==> config.mk <==
export PLATFORM = sky130hd
export DESIGN_NAME = exc_entry_ctrl
export DESIGN_NICKNAME = d
export VERILOG_FILES = /design/src/rtl/exc_entry_pkg.sv /design/src/rtl/exc_prio_pick.sv /design/src/rtl/exc_vector_calc.sv /design/src/rtl/exc_ie_update.sv /design/src/rtl/exc_entry_ctrl.sv
export SDC_FILE = /design/constraint.sdc
export NUM_CORES = 1
export LEC_CHECK = 0
export ABC_AREA = 1
export BUFFER_PORTS_ARGS = -buffer_cell sky130_fd_sc_hd__buf_2
export CORE_UTILIZATION = 40
export CTS_CLUSTER_SIZE = 28
export DETAILED_ROUTE_END_ITERATION = 7
export PLACE_DENSITY = 0.68
export SLEW_MARGIN = 20
export SYNTH_ARGS = -nofsm -noshare
export SYNTH_HDL_FRONTEND = slang
export SYNTH_HIERARCHICAL = 1
export SYNTH_SLANG_ARGS = --single-unit
==> constraint.sdc <==
create_clock -name clk -period 2.4 [get_ports clk]
set_clock_uncertainty 0.05 [all_clocks]
set_input_delay 0.12 -clock clk [delete_from_list [all_inputs] [get_ports clk]]
set_output_delay 0.12 -clock clk [all_outputs]
set_load 0.01 [all_outputs]
==> src/rtl/exc_entry_pkg.sv <==
package exc_entry_pkg;
  localparam int XLEN       = 32;
  localparam int NUM_CAUSE  = 8;
  localparam int IDX_W      = $clog2(NUM_CAUSE);
  localparam int SLOT_SHIFT = 5;
  localparam int IE_W       = 3;

  // enable register bit positions
  localparam int IE_GLB = 0;
  localparam int IE_NRM = 1;
  localparam int IE_DBG = 2;

  typedef enum logic [IDX_W-1:0] {
    C_RESET   = 3'd0,
    C_BRKPT   = 3'd1,
    C_IBUS    = 3'd2,
    C_WATCH   = 3'd3,
    C_DBUS    = 3'd4,
    C_DIVZ    = 3'd5,
    C_IRQ     = 3'd6,
    C_SYSCALL = 3'd7
  } cause_e;

  function automatic logic is_debug_cause(input logic [IDX_W-1:0] idx);
    return (idx == C_BRKPT) || (idx == C_WATCH);
  endfunction
endpackage

==> src/rtl/exc_prio_pick.sv <==
module exc_prio_pick
  import exc_entry_pkg::*;
#(
  parameter int N   = NUM_CAUSE,
  parameter int IW  = IDX_W,
  parameter int IRQ = 6
) (
  input  logic [N-1:0]  req,
  input  logic          irq_ok,
  output logic          hit,
  output logic [IW-1:0] idx
);
  logic [N-1:0] fault_req;

  // Faults are every request except index 0 (reset) and the interrupt.
  for (genvar g = 0; g < N; g++) begin : g_mask
    if (g == 0 || g == IRQ) begin : g_off
      assign fault_req[g] = 1'b0;
    end else begin : g_on
      assign fault_req[g] = req[g];
    end
  end

  always_comb begin
    hit = 1'b0;
    idx = '0;
    // Walk downwards so that the lowest set fault index remains.
    for (int i = N - 1; i >= 0; i--) begin
      if (fault_req[i]) begin
        hit = 1'b1;
        idx = IW'(i);
      end
    end
    if (!hit && req[IRQ] && irq_ok) begin
      hit = 1'b1;
      idx = IW'(IRQ);
    end
  end
endmodule

==> src/rtl/exc_vector_calc.sv <==
module exc_vector_calc
  import exc_entry_pkg::*;
#(
  parameter int W  = XLEN,
  parameter int IW = IDX_W,
  parameter int SH = SLOT_SHIFT
) (
  input  logic [IW-1:0] idx,
  input  logic          dbg,
  input  logic          remap,
  input  logic [W-1:0]  base_nrm,
  input  logic [W-1:0]  base_dbg,
  output logic [W-1:0]  vec
);
  logic [W-1:0] base;
  logic [W-1:0] offset;

  always_comb begin
    base   = (dbg || remap) ? base_dbg : base_nrm;
    offset = W'(idx) << SH;
    vec    = base + offset;
  end
endmodule

==> src/rtl/exc_ie_update.sv <==
module exc_ie_update
  import exc_entry_pkg::*;
(
  input  logic [IE_W-1:0] ie_old,
  input  logic            dbg,
  output logic [IE_W-1:0] ie_new
);
  always_comb begin
    ie_new         = ie_old;
    ie_new[IE_GLB] = 1'b0;
    if (dbg) begin
      ie_new[IE_DBG] = ie_old[IE_DBG] | ie_old[IE_GLB];
    end else begin
      ie_new[IE_NRM] = ie_old[IE_NRM] | ie_old[IE_GLB];
    end
  end
endmodule

==> src/rtl/exc_entry_ctrl.sv <==
module exc_entry_ctrl
  import exc_entry_pkg::*;
(
  input  logic                 clk,
  input  logic                 rst_n,
  input  logic [NUM_CAUSE-1:0] exc_req,
  input  logic [XLEN-1:0]      cur_pc,
  input  logic [IE_W-1:0]      ie_in,
  input  logic [XLEN-1:0]      eba,
  input  logic [XLEN-1:0]      deba,
  input  logic                 remap_en,
  output logic                 pc_load,
  output logic [XLEN-1:0]      pc_next,
  output logic                 ea_we,
  output logic                 ba_we,
  output logic [XLEN-1:0]      ret_addr,
  output logic                 ie_we,
  output logic [IE_W-1:0]      ie_next,
  output logic [NUM_CAUSE-1:0] ack,
  output logic [IDX_W-1:0]     cause
);
  logic                 sel_hit;
  logic [IDX_W-1:0]     sel_idx;
  logic                 sel_dbg;
  logic                 take;
  logic [XLEN-1:0]      vec_d;
  logic [IE_W-1:0]      ie_d;
  logic [NUM_CAUSE-1:0] ack_d;

  exc_prio_pick #(.N(NUM_CAUSE), .IW(IDX_W), .IRQ(int'(C_IRQ))) u_pick (
    .req    (exc_req),
    .irq_ok (ie_in[IE_GLB]),
    .hit    (sel_hit),
    .idx    (sel_idx)
  );

  assign sel_dbg = is_debug_cause(sel_idx);

  // While strobes are out, the enable register has not yet been written.
  assign take = sel_hit && !pc_load;

  exc_vector_calc #(.W(XLEN), .IW(IDX_W), .SH(SLOT_SHIFT)) u_vec (
    .idx      (sel_idx),
    .dbg      (sel_dbg),
    .remap    (remap_en),
    .base_nrm (eba),
    .base_dbg (deba),
    .vec      (vec_d)
  );

  exc_ie_update u_ie (
    .ie_old (ie_in),
    .dbg    (sel_dbg),
    .ie_new (ie_d)
  );

  for (genvar g = 0; g < NUM_CAUSE; g++) begin : g_ack
    assign ack_d[g] = take && (sel_idx == IDX_W'(g));
  end

  always_ff @(posedge clk or negedge rst_n) begin
    if (!rst_n) begin
      pc_load  <= 1'b0;
      ea_we    <= 1'b0;
      ba_we    <= 1'b0;
      ie_we    <= 1'b0;
      ack      <= '0;
      pc_next  <= '0;
      ret_addr <= '0;
      ie_next  <= '0;
      cause    <= '0;
    end else begin
      pc_load <= take;
      ea_we   <= take && !sel_dbg;
      ba_we   <= take && sel_dbg;
      ie_we   <= take;
      ack     <= ack_d;
      if (take) begin
        pc_next  <= vec_d;
        ret_addr <= cur_pc;
        ie_next  <= ie_d;
        cause    <= sel_idx;
      end
    end
  end
endmodule

# Yosys cells after proc, flatten, opt, wreduce, memory -nomap -nowiden
# Index checks and enable logic that the tools add are counted.
dict set report word_totals {
  out_inout_bits 82
  regBits 80
  word_cells 54
  inputBits 110
}
dict set report classes {
  n_eq_ne 7
  muxes 17
  reduce_logical 19
  n_addsub 1
  bitwise 2
}
# cell n
set ops {}
lappend ops {{32-bit by 8-bit adder with 32-bit output} 1}
lappend ops {{32-bit two-way mux} 1}
lappend ops {{3-bit two-way mux} 7}
lappend ops {{1-bit logical AND} 13}
lappend ops {{3-bit equality test, second input constant} 4}
lappend ops {{1-bit two-way mux} 9}
lappend ops {{3-bit by 2-bit equality test with 1-bit output, second input constant} 2}
lappend ops {{3-bit by 1-bit equality test with 1-bit output, second input constant} 1}
lappend ops {{1-bit logical NOT} 3}
lappend ops {{3-bit logical NOT} 1}
lappend ops {{1-bit logical OR} 2}
lappend ops {{1-bit OR} 2}

# Depth between registers and ports, before layout
# Gate-level depths: netlist of run 1.
dict set report logic_depth {
  depth_word 15
  mapped_depth 25
  mapped_depth_nobuf 23
}

# By module
# Netlist of run 1, hierarchy kept.
# mod instances seq_area_each_um2 cells_each area_per_inst_um2
set by_module_without_submodules {}
lappend by_module_without_submodules {exc_entry_ctrl 1 2026.9 336 3214.3}
lappend by_module_without_submodules {exc_vector_calc 1 0.0 331 1519.0}
lappend by_module_without_submodules {exc_prio_pick 1 0.0 24 115.1}
lappend by_module_without_submodules {exc_ie_update 1 0.0 9 37.5}

# Least setup slack after synthesis of run 1
# No wires, ideal clock.
dict set report synth_path {
  kind {input port to flip-flop}
  from {input port exc_req[5]}
  to {register pc_next[21]}
  arrival_time_ps 2702
  n_path_buf 2
  path_slack_ps -469
  setup_ps 117
  cell_stages 22
  required_time_ps 2233
  cell_sequence {nor2_2 o21ai_0 nand2_1 nand2_1 inv_1 nor2_1 nor2_4 buf_2 clkbuf_1 nand2_1 nand2_1 ha_1 fa_1 nand2_1 nand2_1 nand2_2 nor2_4 nand2_1 nor2_1 xor2_1 nand3_1 nand2_1}
}
dict set report synth_between {
  elab_chain_len 14
  elab_cells_between_ends 22
  classes_between {add/sub (1); eq/ne (2); mux (13); reduce/logical (6)}
}
# element line_no
set synth_lines {}
lappend synth_lines {{start: declaration} exc_entry_ctrl.sv:6} ;# input logic [NUM_CAUSE-1:0] exc_req,
lappend synth_lines {{1-bit two-way mux (5 in a row)} exc_prio_pick.sv:29} ;# if (fault_req[i]) begin
lappend synth_lines {{1-bit logical NOT} exc_prio_pick.sv:34} ;# if (!hit && req[IRQ] && irq_ok) begin
lappend synth_lines {{1-bit logical AND (2 in a row)} exc_prio_pick.sv:34}
lappend synth_lines {{3-bit two-way mux *} exc_prio_pick.sv:34}
lappend synth_lines {{via sel_idx[0]} exc_entry_ctrl.sv:23} ;# logic [IDX_W-1:0] sel_idx;
lappend synth_lines {{3-bit by 1-bit equality test with 1-bit output / 3-bit by 2-bit equality test with 1-bit output (equally long branches)} exc_entry_pkg.sv:25} ;# return (idx == C_BRKPT) || (idx == C_WATCH);
lappend synth_lines {{1-bit logical OR *} exc_entry_pkg.sv:25}
lappend synth_lines {{via sel_dbg} exc_entry_ctrl.sv:24} ;# logic sel_dbg;
lappend synth_lines {{1-bit logical OR *} exc_vector_calc.sv:19} ;# base = (dbg || remap) ? base_dbg : base_nrm;
lappend synth_lines {{32-bit two-way mux *} exc_vector_calc.sv:19}
lappend synth_lines {{32-bit by 8-bit adder with 32-bit output *} exc_vector_calc.sv:21} ;# vec = base + offset;
lappend synth_lines {{via vec_d[21]} exc_entry_ctrl.sv:26} ;# logic [XLEN-1:0] vec_d;
lappend synth_lines {{end signal: assignment} exc_entry_ctrl.sv:79} ;# pc_next <= vec_d;
lappend synth_lines {{end: declaration} exc_entry_ctrl.sv:13} ;# output logic [XLEN-1:0] pc_next,
# The timed path passes the listed nets; every way through them passes the cells marked *.
# A chain may end at the register's enable or synchronous reset.

# Final worst setup path of run 1
dict set report layout_path {
  from {input port exc_req[5]}
  to {register pc_next[31]}
}
# Same word-level chain as after synthesis.

==> results of run 1 <==
-- worst min path at each step --
| stage | start | endpoint | slack, ns |
|---|---|---|---|
| finish | cur_pc[9] | ret_addr[9] | 0.03 |
| global route | cur_pc[9] | ret_addr[9] | 0.01 |
| CTS | cur_pc[9] | ret_addr[9] | 0.009 |
| detailed placement | rst_n | ret_addr[5] | 0.05 |
| global placement | rst_n | ret_addr[5] | 0.05 |
| floorplan | rst_n | ack[0] | -0.23 |
-- area by class of cell --
type	instances	area, um^2	share of cell area (%)
clock inverters	3	47.55	0.6920
clock buffers	12	266.5	3.879
well taps	147	183.9	2.677
flip-flops and latches	81	2027	29.50
repair buffers	269	1659	24.15
multi-input cells	525	2451	35.68
inverters	62	235.2	3.424
-- cell families (layout without fill, tap and decap cells) --
family          count (synthesis)  count (layout)  synth area share, %
buf+inv                        94             346                10.12
xor+xnor                       15              15                2.689
flops                          81              81                41.49
compound gates                 12              12                1.229
other cells                     1               1              0.07675
fa+ha+maj                       4               4                1.178
simple gates                  493             493                43.23
-- power groups by stage --
stage | combinational (mW) | sequential [mW] | clock, mW
2_1_floorplan | 0.670 | 1.89 | 0
4_1_cts | 1.41 | 1.75 | 1.45
3_3_place_gp | 1.35 | 1.76 | 0
5_1_grt | 1.57 | 1.78 | 1.52
6_report | 1.40 | 1.75 | 1.42
3_5_place_dp | 1.36 | 1.77 | 0
-- state kept, by name, summed over array words and instances (netlist names) --
signal    cells
ba_we         1
ea_we         1
cause         3
pc_next      32
ack           8
ret_addr     32
ie_we         1
ie_next       3
-- worst register-to-register path, delay by kind of cell, from the launching register on --
| family | cells | cell delay [ns] |
|---|---|---|
| AND/OR/NAND/NOR | 3 | 0.63 |
| flip-flops | 1 | 0.43 |
| buffers and inverters | 1 | 0.31 |
-- synth_stat cells (2+ instances only) --
cell type,number
nand4_1,6
nor2_1,42
dfrtp_1,81
nand3_2,3
nand2_1,333
buf_2,9
o21ai_1,4
ha_1,3
nor2_2,5
inv_2,4
nand2_2,11
o21ai_0,8
xnor2_1,2
nand3_1,82
xor2_1,13
buf_4,10
nor2_4,4
inv_1,57
buf_6,12
-- per-layer routing --
metal  part of all wire, %  vias to the layer above  GRT usage (%)  wire length, um
li1                      -                     2647              -                -
met4                   1.7                        2          8.000              239
met3                   6.5                       19          4.590              920
met5                 0.092                        -              0               13
met1                    46                     2316          29.03             6451
met2                    46                      174          40.17             6520
-- placed cells by master (no fill, tap or decap), types with 13 or more instances in the layout --
master / netlist / routed
dfrtp_1: 81 / 81
buf_2: 9 / 189
nand2_2: 11 / 15
dlygate4sd3_1: 0 / 30
nand3_1: 82 / 78
xor2_1: 13 / 13
buf_4: 10 / 47
nor2_1: 42 / 40
nand2_1: 333 / 329
inv_1: 57 / 54
-- timing repair --
item | CTS | global route
hold endpoints to repair | 62 | 0
setup endpoints to repair | 0 | 3
gates resized for setup | 0 | 2
hold buffers | 30 | 0
buffers inserted | 0 | 1
==> results.yml, run 1 <==
sta:
  setup_ws_ns: 0.2040
  hold_slack_ns: 0.02846
  finalSetupViolCount: 0
  post-route-period-util_pct: 91.50
  hold_viol: 0
  max_freq_ghz: 0.4554
  finalMaxSlewViolations: 0
  tns_ns: 0
  fin_crit_ns: 2.196
  rsz0062_at_grt: "yes"
synthesis:
  yosysTopAreaCell: "dfrtp_1"
  avgSynthCellArea_um2: 6.980
  synth_async_sr_flop_share_pct: 100.0
  netlist_area_mm2: 0.004886
  yosys-top-cells-area: "dfrtp_1 41%, nand2_1 26%, nand3_1 8.4%"
  seq_area_frac_synth_pct: 41.49
  synth_fp_nets: 814
  synthFlopType: "dfrtp_1"
  synth-warning-count: 6
  ys_types: 30
  netlist.area_leader.share_pct: 41.49
  netlist_instances: 700
  ys_ff_latch: 81
  synth-edff-count: 0
layout:
  drive_gt1_share_pct: 31.93
  nNetsFinal: 1062
  instances_no_fill: 1099
  area_delta_synth_final_pct: 40.61
  diodes: 0
  final_util_pct: 57.44
  fill_cells: 1131
  fin_area_mm2: 0.006870
pwr:
  pwr-share-comb_pct: 30.6
  power.total_mw: 4.576
  switching_power_mw: 1.487
  p_per_area_mw_per_mm2: 666.1
  ir_drop_v: 0.0003565
  p_clk_share_pct: 31.1
  swShare_pct: 32.50
  internal-power_mw: 3.089
  leakagePower_nw: 3.984
  seqPwrFrac_pct: 38.2
grt:
  globalRouteOverflowTotal: 0
  grt_usage_pct: 23.25
  first_global_vias: 4969
  grt_max_degree: 73
  grt_pass1_wl_mm: 23.47
  antenna_found_initial: 1
floorplanning:
  core_mm2: 0.01196
  die-area_mm2: 0.01266
  start_util_pct: 40.85
  io_pins: 192
  die_w_um: 112.5
  die_h_um: 112.5
  rows: 40
worst_hold_path:
  min_path_type: "in2reg"
  min_path_cells: 3
worst_setup_path:
  worst-path-max-fanout: 5
  cp.arrival_ns: 2.36
  cp_num_buf_inv: 4
  crit_required_ns: 2.57
  ff2ff_path_depth: 4
  r2r_setup_slack_ns: 0.86
  r2r_start: "ie_we"
  r2r_end: "ret_addr[22]"
  crit_path_start: "exc_req[5]"
  worst-path-stages: 23
  cpMostUsedCell: "nand2_1"
  worstPathCellList: "buf_2 -> nor2_4 -> nand2_2 -> o21ai_2 -> inv_2 -> nor2_4 -> inv_2 -> nand2_4 -> nand2_1 -> nand2_1 -> ha_2 -> fa_2 -> nand2_1 -> nand2_1 -> nand2_2 -> nor2_4 -> nand3_2 -> inv_1 -> nand2_1 -> nand2_1 -> nand2_1 -> nand3_1 -> nand2_1"
  cp_top_family: "simple AND/OR/NAND/NOR gates"
  start_kind: "primary input"
  critical_path.slowest_cell: "fa_2"
  slowest_delay_ns: 0.21
  cp-end-kind: "flip-flop"
  critPathCapture: "pc_next[31]"
  critPathKind: "in2reg"
drt:
  vias: 5158
  wl_mm: 14.15
  route.detailed.drc: 0
  drt_iter0_drc: 329
  vias_per_cell: 4.693
  first_pass_iters: 4
  ant_nets: 0
  detail_route.wl_per_cell_um: 12.87
cts:
  htree_levels: 3
  cts_tree: "built"
  cts_buffers: 9
  cts_buffer_depth: 2
  cts.sinks: 81
  clock_latency_ns: 0.33
  clkTransAtPathRegs_ns: 0.06
  cts_root_buf: "clkbuf_16"
run:
  max_cap_violations: 0
placement:
  gp_congestion: 0.9370
  port_buffers: 190
  numPlacedInstances: 1053
  hpwl_mm: 10.51
  placed_area_mm2: 0.006241
  place_ws_ns: -0.1044
outcome:
  outcome: "finished, final reports clean"
Note: power is estimated with default switching activity, not from simulation.
==> inputs of run 2 (changes only) <==
SETUP_SLACK_MARGIN = 0.5   (was not set)
TNS_END_PERCENT = 50   (was not set)
==> run 2 against run 1 <==
- setup slack better by 0.043 ns
- utilization is 4.4 points higher
- flip-flop and latch count stayed put
- register-to-register slack worse by 0.06 ns
- largest cell class unchanged
- largest power group unchanged
- highest routed layer is now met4
==> results.yml, run 2 (synthesized netlist as in run 1, its figures left out) <==
grt:
  grt_pass1_wl_mm: 24.71
  first_global_vias: 5119
  antenna_found_initial: 0
  globalRouteOverflowTotal: 0
  grt_usage_pct: 24.56
  grt_max_degree: 82
cts:
  cts_buffers: 9
  cts_buffer_depth: 2
  clock_latency_ns: 0.33
  cts_tree: "built"
  htree_levels: 3
  cts.sinks: 81
  cts_root_buf: "clkbuf_16"
  clkTransAtPathRegs_ns: 0.07
sta:
  tns_ns: 0
  finalMaxSlewViolations: 0
  fin_crit_ns: 2.153
  hold_slack_ns: 0.01185
  finalSetupViolCount: 0
  hold_viol: 0
  rsz0062_at_grt: "yes"
  max_freq_ghz: 0.4645
  post-route-period-util_pct: 89.71
  setup_ws_ns: 0.2470
drt:
  wl_mm: 15.09
  ant_nets: 0
  detail_route.wl_per_cell_um: 13.44
  drt_iter0_drc: 344
  vias: 5281
  first_pass_iters: 4
  route.detailed.drc: 0
  vias_per_cell: 4.703
worst_setup_path:
  cp.arrival_ns: 2.33
  cp-end-kind: "flip-flop"
  ff2ff_path_depth: 4
  r2r_setup_slack_ns: 0.80
  critPathCapture: "pc_next[21]"
  slowest_delay_ns: 0.35
  start_kind: "primary input"
  crit_path_start: "exc_req[5]"
  r2r_end: "ret_addr[13]"
  worstPathCellList: "buf_6 -> nor2_4 -> nand2_2 -> o21ai_2 -> inv_2 -> nor2_4 -> nor2_4 -> nand2_1 -> nand2_2 -> ha_4 -> fa_2 -> nand2_1 -> nand2_1 -> nand2_2 -> nor2_4 -> buf_4 -> nand2_2 -> nor2_2 -> xor2_1 -> nand3_1 -> nand2_1"
  critical_path.slowest_cell: "fa_2"
  r2r_start: "ie_we"
  crit_required_ns: 2.58
  critPathKind: "in2reg"
  worst-path-max-fanout: 5
run:
  max_cap_violations: 0
placement:
  place_ws_ns: -0.07964
  port_buffers: 190
  gp_congestion: 0.8505
  hpwl_mm: 10.11
pwr:
  power.total_mw: 4.985
  ir_drop_v: 0.0003293
  p_per_area_mw_per_mm2: 674.4
  leakagePower_nw: 4.202
layout:
  top_regs: "pc_next: 32 flops, ret_addr: 32 flops, ack: 8 flops"
  layout_commonest_cell: "nand2_1"
  layout_common_cells: "301 x nand2_1, 186 x buf_2, 81 x dfrtp_1"
  ff_latch_area_mm2: 0.002027
  drive_gt1_share_pct: 38.93
  nNetsFinal: 1085
  fill_cells: 1068
  diodes: 0
  area_delta_synth_final_pct: 51.29
  multi_input_area_mm2: 0.002645
floorplanning:
  die_w_um: 112.5
  core_mm2: 0.01196
  die_h_um: 112.5
  rows: 40
  die-area_mm2: 0.01266
  start_util_pct: 40.85
  io_pins: 192
worst_hold_path:
  min_path_type: "in2reg"
outcome:
  outcome: "finished, final reports clean"
run 2: cell count changes in the layout (fill, tap and decap cells not counted), sizes merged:
cell,before,now
buf,239,262
clkbuf,12,11
bufinv,1,4
dlygate4sd3,30,29
run 2: area by class of cell:
type,instances,share of cell area (%)
repair buffers,292,26.03
clock inverters,6,1.862
clock buffers,10,3.233
well taps,147,2.488
flip-flops and latches,81,27.42
multi-input cells,525,35.78
inverters,62,3.182
run 2: how the worst min path moves through the flow:
stage / start / to / cells past startpoint
6_report: cur_pc[26] / ret_addr[26] / 3
5_1_grt: cur_pc[19] / ret_addr[19] / 3
4_1_cts: cur_pc[10] / ret_addr[10] / 3
3_5_place_dp: rst_n / ret_addr[4] / 2
3_3_place_gp: rst_n / ret_addr[4] / 2
2_1_floorplan: rst_n / ack[0] / 0
run 2: report_power, final:
| group | leakage [nW] | total (mW) | switching, mW | internal (mW) |
|---|---|---|---|---|
| Combinational | 3.04 | 1.52 | 0.875 | 0.647 |
| Sequential | 0.981 | 1.75 | 0.128 | 1.62 |
| Clock | 0.183 | 1.71 | 0.559 | 1.16 |
| Total | 4.20 | 4.99 | 1.56 | 3.42 |
run 2: through the flow:
stage | utilization, % | cells | cell area, um^2
3_3_place_gp | 52.02 | 1049 | 6222
6_report | 61.80 | 1123 | 7392
4_1_cts | 60.19 | 1113 | 7199
5_1_grt | 61.80 | 1123 | 7392
3_5_place_dp | 52.02 | 1049 | 6222
2_1_floorplan | - | 700 | 4986
run 2: critical path: cells and delay by family:
kind,cells,cell delay [ns]
compound gates,1,0.12
simple gates,14,1.14
fa+ha+maj,2,0.51
buf+inv,3,0.29
xor+xnor,1,0.15
run 2: repair_timing:
action,4_1_cts,5_1_grt
pin swaps,32,28
setup endpoints to repair,23,24
hold buffers,29,0
gates cloned,1,1
buffers inserted,18,9
endpoints found under the hold margin,109,0
gates resized for setup,40,33
run 2: routing by layer:
layer  track usage, %  up-vias  wire [um]
li1                 -     2684          -
met1            30.22     2397       6471
met2            42.82      173       7473
met3            3.996       27        787
met4            10.13        0        359
met5                0        -          0
